--- src/rtl/bus_steal_dma_pkg.sv ---
package bus_steal_dma_pkg;

  typedef enum logic [2:0] {
    S_IDLE,
    S_HWAIT,
    S_BLK,
    S_SETTLE,
    S_STEAL,
    S_REST
  } dmaState_t;

  // strobes from control to the address/count datapath
  typedef struct packed {
    logic load;
    logic advance;
  } pathStrb_t;

endpackage

--- src/rtl/bus_steal_path.sv ---
module bus_steal_path
  import bus_steal_dma_pkg::*;
#(
  parameter int ADDR_W = 16,
  parameter int CNT_W  = 16
) (
  input  logic              clk,
  input  logic              rst,
  input  pathStrb_t         strb,
  input  logic [ADDR_W-1:0] startAddr,
  input  logic [CNT_W-1:0]  xferCount,
  output logic [ADDR_W-1:0] curAddr,
  output logic              lastByte
);

  logic [CNT_W-1:0] remain;

  always_ff @(posedge clk) begin
    if (rst) begin
      curAddr <= '0;
      remain  <= '0;
    end else if (strb.load) begin
      curAddr <= startAddr;
      remain  <= xferCount;
    end else if (strb.advance) begin
      curAddr <= curAddr + 1'b1;
      remain  <= remain - 1'b1;
    end
  end

  assign lastByte = (remain == CNT_W'(1));

  // a byte is only moved while bytes remain
  p_no_underflow_r4: assert property (@(posedge clk) disable iff (rst)
    strb.advance |-> remain != '0);

  // each moved byte steps the address by one, wrapping at the top
  p_addr_step_r4: assert property (@(posedge clk) disable iff (rst)
    (strb.advance && !strb.load) |=> curAddr == $past(curAddr) + 1'b1);

endmodule

--- src/rtl/bus_steal_ctl.sv ---
module bus_steal_ctl
  import bus_steal_dma_pkg::*;
#(
  parameter int CNT_W       = 16,
  parameter int SETTLE_CYC  = 1,
  parameter int TSC_MAX_CYC = 4,
  parameter int REST_CYC    = 1
) (
  input  logic             clk,
  input  logic             rst,
  input  logic             dmaReq,
  input  logic             stealMode,
  input  logic             xferWrite,
  input  logic [CNT_W-1:0] xferCount,
  input  logic             busAvail,
  input  logic             lastByte,
  output pathStrb_t        strb,
  output logic             haltN,
  output logic             tscOut,
  output logic             dbeOut,
  output logic             busDrive,
  output logic             rwOut,
  output logic             doneOut
);

  localparam int CW          = $clog2(TSC_MAX_CYC + REST_CYC + SETTLE_CYC + 1);
  localparam int STEAL_BYTES = TSC_MAX_CYC - SETTLE_CYC;

  dmaState_t state, nextState;
  logic [CW-1:0] cycCnt;
  logic          wrLatched;
  logic          accept;

  assign accept = dmaReq && (xferCount != '0);

  always_comb begin
    nextState = state;
    unique case (state)
      S_IDLE:   if (accept) nextState = stealMode ? S_SETTLE : S_HWAIT;
      S_HWAIT:  if (busAvail) nextState = S_BLK;
      S_BLK:    if (lastByte) nextState = S_IDLE;
      S_SETTLE: if (cycCnt == CW'(SETTLE_CYC - 1)) nextState = S_STEAL;
      S_STEAL: begin
        if (lastByte) nextState = S_IDLE;
        else if (cycCnt == CW'(STEAL_BYTES - 1)) nextState = S_REST;
      end
      S_REST:   if (cycCnt == CW'(REST_CYC - 1)) nextState = S_SETTLE;
      default:  nextState = S_IDLE;
    endcase
  end

  always_ff @(posedge clk) begin
    if (rst) begin
      state     <= S_IDLE;
      cycCnt    <= '0;
      wrLatched <= 1'b0;
      doneOut   <= 1'b0;
    end else begin
      state   <= nextState;
      cycCnt  <= (nextState != state) ? '0 : cycCnt + 1'b1;
      doneOut <= busDrive && lastByte;
      if (state == S_IDLE && accept) wrLatched <= xferWrite;
    end
  end

  assign haltN        = !(state == S_HWAIT || state == S_BLK);
  assign tscOut       = (state == S_SETTLE || state == S_STEAL);
  assign busDrive     = (state == S_BLK || state == S_STEAL);
  assign dbeOut       = !(busDrive || state == S_SETTLE);
  assign rwOut        = busDrive ? !wrLatched : 1'b1;
  assign strb.load    = (state == S_IDLE) && accept;
  assign strb.advance = busDrive;

  // independent run-length counter on the tri-state line
  logic [CW-1:0] hiRun;
  always_ff @(posedge clk) begin
    if (rst || !tscOut) hiRun <= '0;
    else if (hiRun != '1) hiRun <= hiRun + 1'b1;
  end

  p_tsc_cap_r6: assert property (@(posedge clk) disable iff (rst)
    tscOut |-> hiRun < CW'(TSC_MAX_CYC));

  p_settle_first_r5: assert property (@(posedge clk) disable iff (rst)
    $rose(tscOut) |-> !busDrive);

  p_halt_wait_r3: assert property (@(posedge clk) disable iff (rst)
    $fell(haltN) |-> (!busDrive && dbeOut));

  p_done_quiet_r7: assert property (@(posedge clk) disable iff (rst)
    doneOut |-> (haltN && !tscOut && dbeOut && !busDrive));

  p_done_pulse_r7: assert property (@(posedge clk) disable iff (rst)
    doneOut |=> !doneOut);

  p_rw_idle_r10: assert property (@(posedge clk) disable iff (rst)
    !busDrive |-> rwOut);

endmodule

--- src/rtl/bus_steal_dma.sv ---
module bus_steal_dma
  import bus_steal_dma_pkg::*;
#(
  parameter int ADDR_W      = 16,
  parameter int CNT_W       = 16,
  parameter int SETTLE_CYC  = 1,
  parameter int TSC_MAX_CYC = 4,
  parameter int REST_CYC    = 1
) (
  input  logic              clk,
  input  logic              rst,
  input  logic              dmaReq,
  input  logic              stealMode,
  input  logic              xferWrite,
  input  logic [ADDR_W-1:0] startAddr,
  input  logic [CNT_W-1:0]  xferCount,
  input  logic              busAvail,
  output logic              haltN,
  output logic              tscOut,
  output logic              dbeOut,
  output logic              busDrive,
  output logic [ADDR_W-1:0] addrOut,
  output logic              rwOut,
  output logic              doneOut
);

  pathStrb_t         strb;
  logic [ADDR_W-1:0] curAddr;
  logic              lastByte;

  bus_steal_ctl #(
    .CNT_W(CNT_W), .SETTLE_CYC(SETTLE_CYC),
    .TSC_MAX_CYC(TSC_MAX_CYC), .REST_CYC(REST_CYC)
  ) u_ctl (
    .clk(clk), .rst(rst), .dmaReq(dmaReq), .stealMode(stealMode),
    .xferWrite(xferWrite), .xferCount(xferCount), .busAvail(busAvail),
    .lastByte(lastByte), .strb(strb), .haltN(haltN), .tscOut(tscOut),
    .dbeOut(dbeOut), .busDrive(busDrive), .rwOut(rwOut), .doneOut(doneOut)
  );

  bus_steal_path #(.ADDR_W(ADDR_W), .CNT_W(CNT_W)) u_path (
    .clk(clk), .rst(rst), .strb(strb), .startAddr(startAddr),
    .xferCount(xferCount), .curAddr(curAddr), .lastByte(lastByte)
  );

  assign addrOut = busDrive ? curAddr : '0;

endmodule

--- config.mk ---
export PLATFORM = sky130hd
export DESIGN_NAME = bus_steal_dma
export DESIGN_NICKNAME = d
export VERILOG_FILES = /design/src/rtl/bus_steal_dma_pkg.sv /design/src/rtl/bus_steal_path.sv /design/src/rtl/bus_steal_ctl.sv /design/src/rtl/bus_steal_dma.sv
export SDC_FILE = /design/constraint.sdc
export NUM_CORES = 1
export LEC_CHECK = 0
export ABC_AREA = 1
export BUFFER_PORTS_ARGS = -buffer_cell sky130_fd_sc_hd__buf_4
export CAP_MARGIN = 40
export CORE_UTILIZATION = 58
export DETAILED_ROUTE_END_ITERATION = 10
export PLACE_DENSITY = 0.86
export REMOVE_ABC_BUFFERS = 1
export SLEW_MARGIN = 20
export SYNTH_ARGS = -nofsm -noshare
export SYNTH_HDL_FRONTEND = slang
export SYNTH_SLANG_ARGS = --single-unit
export TNS_END_PERCENT = 20
--- constraint.sdc ---
create_clock -name clk -period 2.9 [get_ports clk]
set_clock_uncertainty 0.1 [all_clocks]
set_input_delay 0.145 -clock clk [delete_from_list [all_inputs] [get_ports clk]]
set_output_delay 0.145 -clock clk [all_outputs]
set_load 0.005 [all_outputs]
Yosys cells after proc, flatten, opt, wreduce, memory -nomap -nowiden
Cells that the tools add are included.
Widths: inputs -> output; s select.

storage, ports and cells
  bits in registers = 40
  input port bits = 38

operators by class
  $add $sub $neg = 3
  equality and inequality tests = 8
  mux-type cells = 15
  reductions and logical operators = 15

operators with widths
  cell                   number
  $mux 16                5
  $mux 3                 7
  $pmux 3 s6             1
  $add 16x1->16 const B  1
  $eq 16x1->1 const B    1
  $reduce_bool 16->1     1
  $sub 16x1->16 const B  1
  $eq 3x2->1 const B     3
  $eq 3x3->1 const B     2
  $logic_not 3->1        2
  $logic_or 1x1->1       4
  $add 3x1->3 const B    1
  $eq 3x1->1 const B     1
  $logic_and 1x1->1      3
  $logic_not 1->1        3
  $ne 3x3->1             1
  $mux 2                 1
  $reduce_bool 2->1      1
  $reduce_or 2->1        1
  $mux 1                 1

Longest topological paths before layout
Gate-level depths: netlist of run 1.

  depth in word-level cells = 6
  depth in mapped cells = 13
  mapped depth without buffers = 13

Modules after synthesis
Synthesis of run 1 repeated with hierarchy kept, for this count alone.

second synthesis, totals
  cell total of the unflattened synthesis = 450
  area total of the unflattened synthesis = 2,864.0 um^2

modules (own cells, without submodules)
  module          times used  cells each  area an instance (um^2)  seq. area each (um^2)
  bus_steal_path  1           318         2,119.5                  640.6
  bus_steal_ctl   1           98          580.6                    160.2
  bus_steal_dma   1           34          163.9                    0.0

Worst setup path after synthesis of run 1
No wires, ideal clock.

  path type = register to register
  start point = register u_path.curAddr[0]
  end point = register u_path.curAddr[12]
  library setup time = 0.110 ns
  data arrival time = 1.432 ns
  data required time = 2.690 ns
  slack = 1.259 ns
  stages on the path, launching flop included = 12
  path buffers = 0
  cell sequence = dfxtp_1 > ha_1 > nand3_1 > nor2_1 > nand2_1 > nor2_1 > nand2_1 > xor2_1 > nand2_1 > nand3_1 > nand2_1 > inv_1

on the way
  word-level cells in the longest chain between the ends = 3

RTL lines
  item                    RTL line              text
  start, declared         bus_steal_path.sv:12  output logic [ADDR_W-1:0] curAddr,
  start signal, assigned  bus_steal_path.sv:23  curAddr <= startAddr;
  start signal, assigned  bus_steal_path.sv:26  curAddr <= curAddr + 1'b1;
  $add 16x1->16           bus_steal_path.sv:26
  $mux 16                 bus_steal_path.sv:25  end else if (strb.advance) begin
  $mux 16                 bus_steal_path.sv:22  end else if (strb.load) begin

No other way between the ends. The select of a mux whose other input is x is not followed.
A chain may end at the register's enable or synchronous reset.

Worst setup path in the final report of run 1
  start point = register u_ctl.state[2]
  end point = output port dbeOut

on the way
  word-level cells in the longest chain between the ends = 4
  elaborated cells on any way between the ends = 6
  classes of those cells = 3 x eq/ne; 3 x reduce/logical

RTL lines
  item                                             RTL line             text
  start, declared                                  bus_steal_ctl.sv:29  dmaState_t state, nextState;
  start signal, assigned                           bus_steal_ctl.sv:59  state <= nextState;
  $eq 3x2->1 / $eq 3x3->1 (equally long branches)  bus_steal_ctl.sv:68  assign busDrive = (state == S_BLK || state == S_STEAL);
  $logic_or 1x1->1                                 bus_steal_ctl.sv:68
  $logic_or 1x1->1 *                               bus_steal_ctl.sv:69  assign dbeOut = !(busDrive || state == S_SETTLE);
  $logic_not 1->1 *                                bus_steal_ctl.sv:69
  end, declared                                    bus_steal_dma.sv:20  output logic dbeOut,

Every way passes the cells marked *; elsewhere a longest branch is shown, timed or not.

==> impl_metrics.ini, run 1 <==
[clock_tree]
clk_pin_slew_ns = 0.08
postCtsSetupRepairBufs = 0
h-tree-depth = 2
cts_tree = built
cts-buffers-inserted = 5
ctsResizeCount = 0
worstSkewPairLatency_ns = 0.29
clockRootBuffer = clkbuf_8
clk_path_buf_depth = 2
hold_buffers = 0
cts_sinks = 40

[logic_synthesis]
yosys_warnings = 0
yosysTopAreaCellShare = 0.306
synth_top_family_by_area = simple AND/OR/NAND/NOR gates
synthAdderAreaFrac = 0.0287
synthCells = 412
synth-simple-area-share = 0.350
synthesis.area_um2 = 2620
synth_xor_area_frac = 0.0636
avgSynthCellArea_um2 = 6.35
synth_compound_area_frac = 0.132
synth-seq-area-share = 0.306
yosysUniqueCellTypes = 30
ys_ff_latch = 40
async_reset_ff_frac = 0
synthMuxAreaShare = 0
ys.flop_type = dfxtp_1
yosys.area.top_type = dfxtp_1
synth_area_leaders = dfxtp_1, nand2_1, nor2_1
synth-edff-count = 0

[setup_path]
crit_path_end_kind = primary output
crit_type = reg -> out
critPathTopFamily = simple AND/OR/NAND/NOR gates
path_max_fanout = 35
worstPathArrival_ns = 1.98
crit_slowest_cell = nor2_8
critPathLaunchType = register
crit_chain = inv_2 > nand2_2 > nor2_2 > nor2_8 > inv_4 > nor2_1 > buf_4
max_stage_delay_ns = 0.46
crit_buf_inv = 3
required_ns = 2.65

[cells_and_area]
mostFrequentLayoutCells = nand2_1, nor2_1, buf_4
drive_gt1_frac = 0.195
final_common_cell = nand2_1
diodes = 0
syn_to_final_growth_pct = 20.5
final_nets = 509
stdcell_count = 518
final_util = 0.724

[route]
drtIter0Drc = 155
wirelength_mm = 6.36
drc = 0
dr.pass1.iters = 4
viasPerCell = 5.29
num_vias = 2741
wl_per_cell_um = 12.3
ant_nets = 0

[die]
die_area_um2 = 4780
die_y_um = 69.1
pin_count = 60
core_area_um2 = 4350
die-width_um = 69.1
core.rowCount = 24
start_util = 0.601

[sta]
drv_slew = 0
hold_viol_final = 0
worst_slack_ns = 0.677
worst_slew_pin_slew_ns = 0.779
clock.fmax_ghz = 0.450
setup_violations = 0
fin_crit_ns = 2.22
rsz0062_at_grt = false
slew_headroom = 0.480
finalCritPeriodShare = 0.767
tns_ns = 0

[global_route]
grt_start_max_net_pins = 36
grt_use_total = 0.270
grt_pass1_vias = 2424
grt_pass1_wl_mm = 10.6
antenna_found_initial = 0
grt_overflow_total = 0

[place]
placed_cells = 510
place.port_buffers = 59
dp_slack_ns = 0.870
post-dp-hpwl_mm = 4.53
routabilityCongestion = 0.939

[worst_hold_path]
hold_path_class = in -> reg

[job]
max_cap_violations = 0

[power_and_ir_drop]
vdd_drop_max_v = 0.000358
power_density_nw_per_um2 = 566
p_total_mw = 1.78
leakage_nw = 1.50

[status]
status = complete, no violations
area by class of cell:
type | count | area (um^2)
well taps | 52 | 65.1
flip-flops and latches | 40 | 801
inverters | 60 | 228
multi-input cells | 298 | 1500
repair buffers | 60 | 450
clock buffers | 6 | 72.6
fillers | 385 | 1200
clock inverters | 2 | 35.0
registers in the layout, indices dropped and copies added (netlist names):
name             flops
u_ctl.doneOut        1
u_ctl.wrLatched      1
u_ctl.state          3
u_path.curAddr      16
u_path.remain       16
u_ctl.cycCnt         3
layer usage:
layer,part of all wire,routed length (um),GRT usage
met1,0.45,2870,0.348
met2,0.48,3050,0.451
met3,0.058,370,0.0497
met4,0.011,69,0.0930
met5,0,0,0
cells in the mapped netlist (2+ instances only):
| cell type | number |
|---|---|
| a21oi_1 | 17 |
| a31oi_1 | 8 |
| buf_2 | 6 |
| buf_6 | 3 |
| clkbuf_1 | 3 |
| dfxtp_1 | 40 |
| ha_1 | 6 |
| inv_1 | 54 |
| inv_2 | 5 |
| nand2_1 | 97 |
| nand2_2 | 6 |
| nand3_1 | 20 |
| nand3_2 | 2 |
| nand4_1 | 5 |
| nor2_1 | 63 |
| nor2_2 | 6 |
| nor3_1 | 7 |
| o211ai_1 | 6 |
| o21ai_0 | 29 |
| o21ai_1 | 2 |
| xnor2_1 | 5 |
| xor2_1 | 14 |
worst min-delay path, delay by kind of cell:
| family | cells | cell delay (ns) |
|---|---|---|
| AO/OA/AOI/OAI | 1 | 0.07 |
| buffers and inverters | 1 | 0.07 |
| AND/OR/NAND/NOR | 1 | 0.08 |
stage by stage:
step | area, um^2 | hold WS [ns]
after floorplan | 2530 | 0.114
after global placement | 3040 | 0.317
after detailed placement | 3040 | 0.318
after CTS | 3150 | 0.0136
after global routing | 3150 | 0.0316
final | 3150 | 0.0137
report_power, final:
group | total (mW) | switching (mW) | leakage (nW) | internal, mW
Sequential | 0.700 | 0.0741 | 0.329 | 0.626
Clock | 0.450 | 0.194 | 0.0552 | 0.255
Combinational | 0.634 | 0.395 | 1.11 | 0.239
Total | 1.78 | 0.663 | 1.50 | 1.12
kinds of logic (layout without fill, tap and decap cells):
kind of cell | count (synthesis) | in the layout
DFF | 40 | 40
xor gates and xnor gates | 19 | 19
buffers and inverters | 74 | 128
AOI/OAI and AO/OA | 63 | 63
and+or+nand+nor | 210 | 210
adders and majority gates | 6 | 6
final timing paths:
kind | startpoint | end | slack, ns | depth (start not counted)
max | u_ctl.state[2]$_SDFF_PP0_ | dbeOut | 0.68 | 7
min | xferWrite | u_ctl.wrLatched$_SDFFE_PP0P_ | 0.01 | 3
max reg2reg | u_ctl.state[2]$_SDFF_PP0_ | u_path.remain[12]$_SDFFE_PP0P_ | 0.83 | 10
min reg2reg | u_ctl.cycCnt[0]$_SDFF_PP0_ | u_ctl.cycCnt[0]$_SDFF_PP0_ | 0.35 | 1
Power figures use the tool's default switching activity.
==> run 2: changes to the inputs <==
Settings changed: CORE_UTILIZATION 58 to 49, PLACE_DENSITY 0.86 to 0.77.
Clock period 2.9 ns to 1.9 ns, I/O delays scaled along.
==> impl_metrics.ini, run 2 (synthesis gave the netlist of run 1 again) <==
[global_route]
grt_start_max_net_pins = 27
grt_pass1_vias = 2625
grt_overflow_total = 0
grt_use_total = 0.258
grt_pass1_wl_mm = 11.1
antenna_found_initial = 0

[cells_and_area]
nFillCells = 489
drive_gt1_frac = 0.226
reg.largest.list = u_path.curAddr (16), u_path.remain (16)
final_common_cell = nand2_1
diodes = 0
final_nets = 542
syn_to_final_growth_pct = 34.2
mostFrequentLayoutCells = nand2_1, buf_4, nor2_1
postLayoutCellArea_um2 = 3510
stdcell_count = 569

[job]
max_cap_violations = 0

[route]
dr.pass1.iters = 5
viasPerCell = 5.02
num_vias = 2856
ant_nets = 0
drc = 0
drtIter0Drc = 159
wl_per_cell_um = 12.1
wirelength_mm = 6.87

[place]
dp_slack_ns = 0.111
placed_cells = 535
routabilityCongestion = 0.846
post-dp-hpwl_mm = 4.82
placed_cell_area_um2 = 3130
place.port_buffers = 59

[power_and_ir_drop]
vdd_drop_max_v = 0.000531
switching_share = 0.395
power_frac_comb = 0.396
pwr-share-clk = 0.216
power.internal_mw = 1.67
leakage_nw = 1.64
power_density_nw_per_um2 = 785
seq_power_share = 0.388
switchingPower_mw = 1.09

[sta]
worst_slew_pin_slew_ns = 0.388
worst_slack_ns = 0.136
fin_crit_ns = 1.76
tns_ns = 0
setup_violations = 0
finalCritPeriodShare = 0.929
hold_viol_final = 0
whs_ns = 0.0119
slew_headroom = 0.739
rsz0062_at_grt = true
clock.fmax_ghz = 0.567
drv_slew = 0

[clock_tree]
clockRootBuffer = clkbuf_8
h-tree-depth = 2
cts_sinks = 40
clk_pin_slew_ns = 0.09
worstSkewPairLatency_ns = 0.30
cts-buffers-inserted = 5
clk_path_buf_depth = 2
cts_tree = built

[die]
die_area_um2 = 5630
start_util = 0.512
pin_count = 60
core.rowCount = 26
core_area_um2 = 5110
die-width_um = 75.1
die_y_um = 75.1

[setup_path]
reg2reg_slack_ns = 0.14
r2r_cells = 10
crit_path_end_kind = register
worstPathArrival_ns = 1.87
path_max_fanout = 7
required_ns = 2.01
critPathLaunchType = register
reg2reg_to = u_path.remain[3]$_SDFFE_PP0P_
crit_type = reg -> reg
r2r-start = u_ctl.state[0]$_SDFF_PP0_

[worst_hold_path]
hold_path_class = in -> reg
hp-start = xferCount[14]
hold_path_depth = 5
whs_endpoint = u_path.remain[14]$_SDFFE_PP0P_

[status]
status = complete, no violations
-- run 2: worst max-delay path: stages (launching register included) --
cell     delay (ns)
dfxtp_2        0.36
inv_2          0.09
nand2_1        0.11
nor2_4         0.20
nor2_8         0.08
buf_4          0.15
buf_4          0.15
o21ai_0        0.16
o21ai_0        0.11
o21ai_1        0.12
inv_1          0.04
-- run 2: how the worst max path moves through the flow --
stage,from,end,depth (start not counted)
6_report,u_ctl.state[0]$_SDFF_PP0_,u_path.remain[3]$_SDFFE_PP0P_,10
5_1_grt,u_path.curAddr[1]$_SDFFE_PP0P_,u_path.curAddr[12]$_SDFFE_PP0P_,11
3_5_place_dp,u_path.curAddr[1]$_SDFFE_PP0P_,u_path.curAddr[12]$_SDFFE_PP0P_,11
2_1_floorplan,u_ctl.state[1]$_SDFF_PP0_,u_path.remain[3]$_SDFFE_PP0P_,8
3_3_place_gp,xferCount[6],u_path.remain[0]$_SDFFE_PP0P_,11
4_1_cts,xferCount[4],u_path.remain[0]$_SDFFE_PP0P_,12
-- run 2: metrics by stage --
stage / power, mW / util
floorplan: 1.74 / -
global placement: 2.06 / 0.613
detailed placement: 2.08 / 0.613
CTS: 2.73 / 0.678
global route: 2.95 / 0.687
finish: 2.76 / 0.687
-- run 2: per-layer routing --
metal / track usage / vias up / wire length (um)
met5: 0 / - / 0
met1: 0.319 / 1308 / 3090
met3: 0.0482 / 7 / 325
li1: - / 1468 / -
met2: 0.450 / 73 / 3360
met4: 0.0881 / 0 / 86
-- run 2: final cells by class --
cell class | instances | area (um^2) | share of cell area
clock buffer | 5 | 68.8 | 0.0196
clock inverter | 3 | 23.8 | 0.00677
inverter | 60 | 235 | 0.0670
multi-input combinational | 298 | 1530 | 0.435
sequential | 40 | 803 | 0.229
tap | 70 | 87.6 | 0.0250
timing repair buffer | 93 | 763 | 0.217
-- run 2: power groups by stage --
stage	Combinational, mW	Clock, mW	Sequential, mW
after floorplan	0.677	0	1.06
after global placement	0.981	0	1.08
after detailed placement	0.999	0	1.08
after CTS	1.06	0.609	1.06
after global routing	1.23	0.641	1.08
final	1.09	0.596	1.07
-- run 2: what timing repair did --
item / in CTS / in global routing
setup buffers: 4 / 1
endpoints found under the setup margin: 2 / 35
pin swaps: 1 / 3
hold buffers: 21 / 0
resized for setup: 0 / 16
hold endpoints to repair: 26 / 0
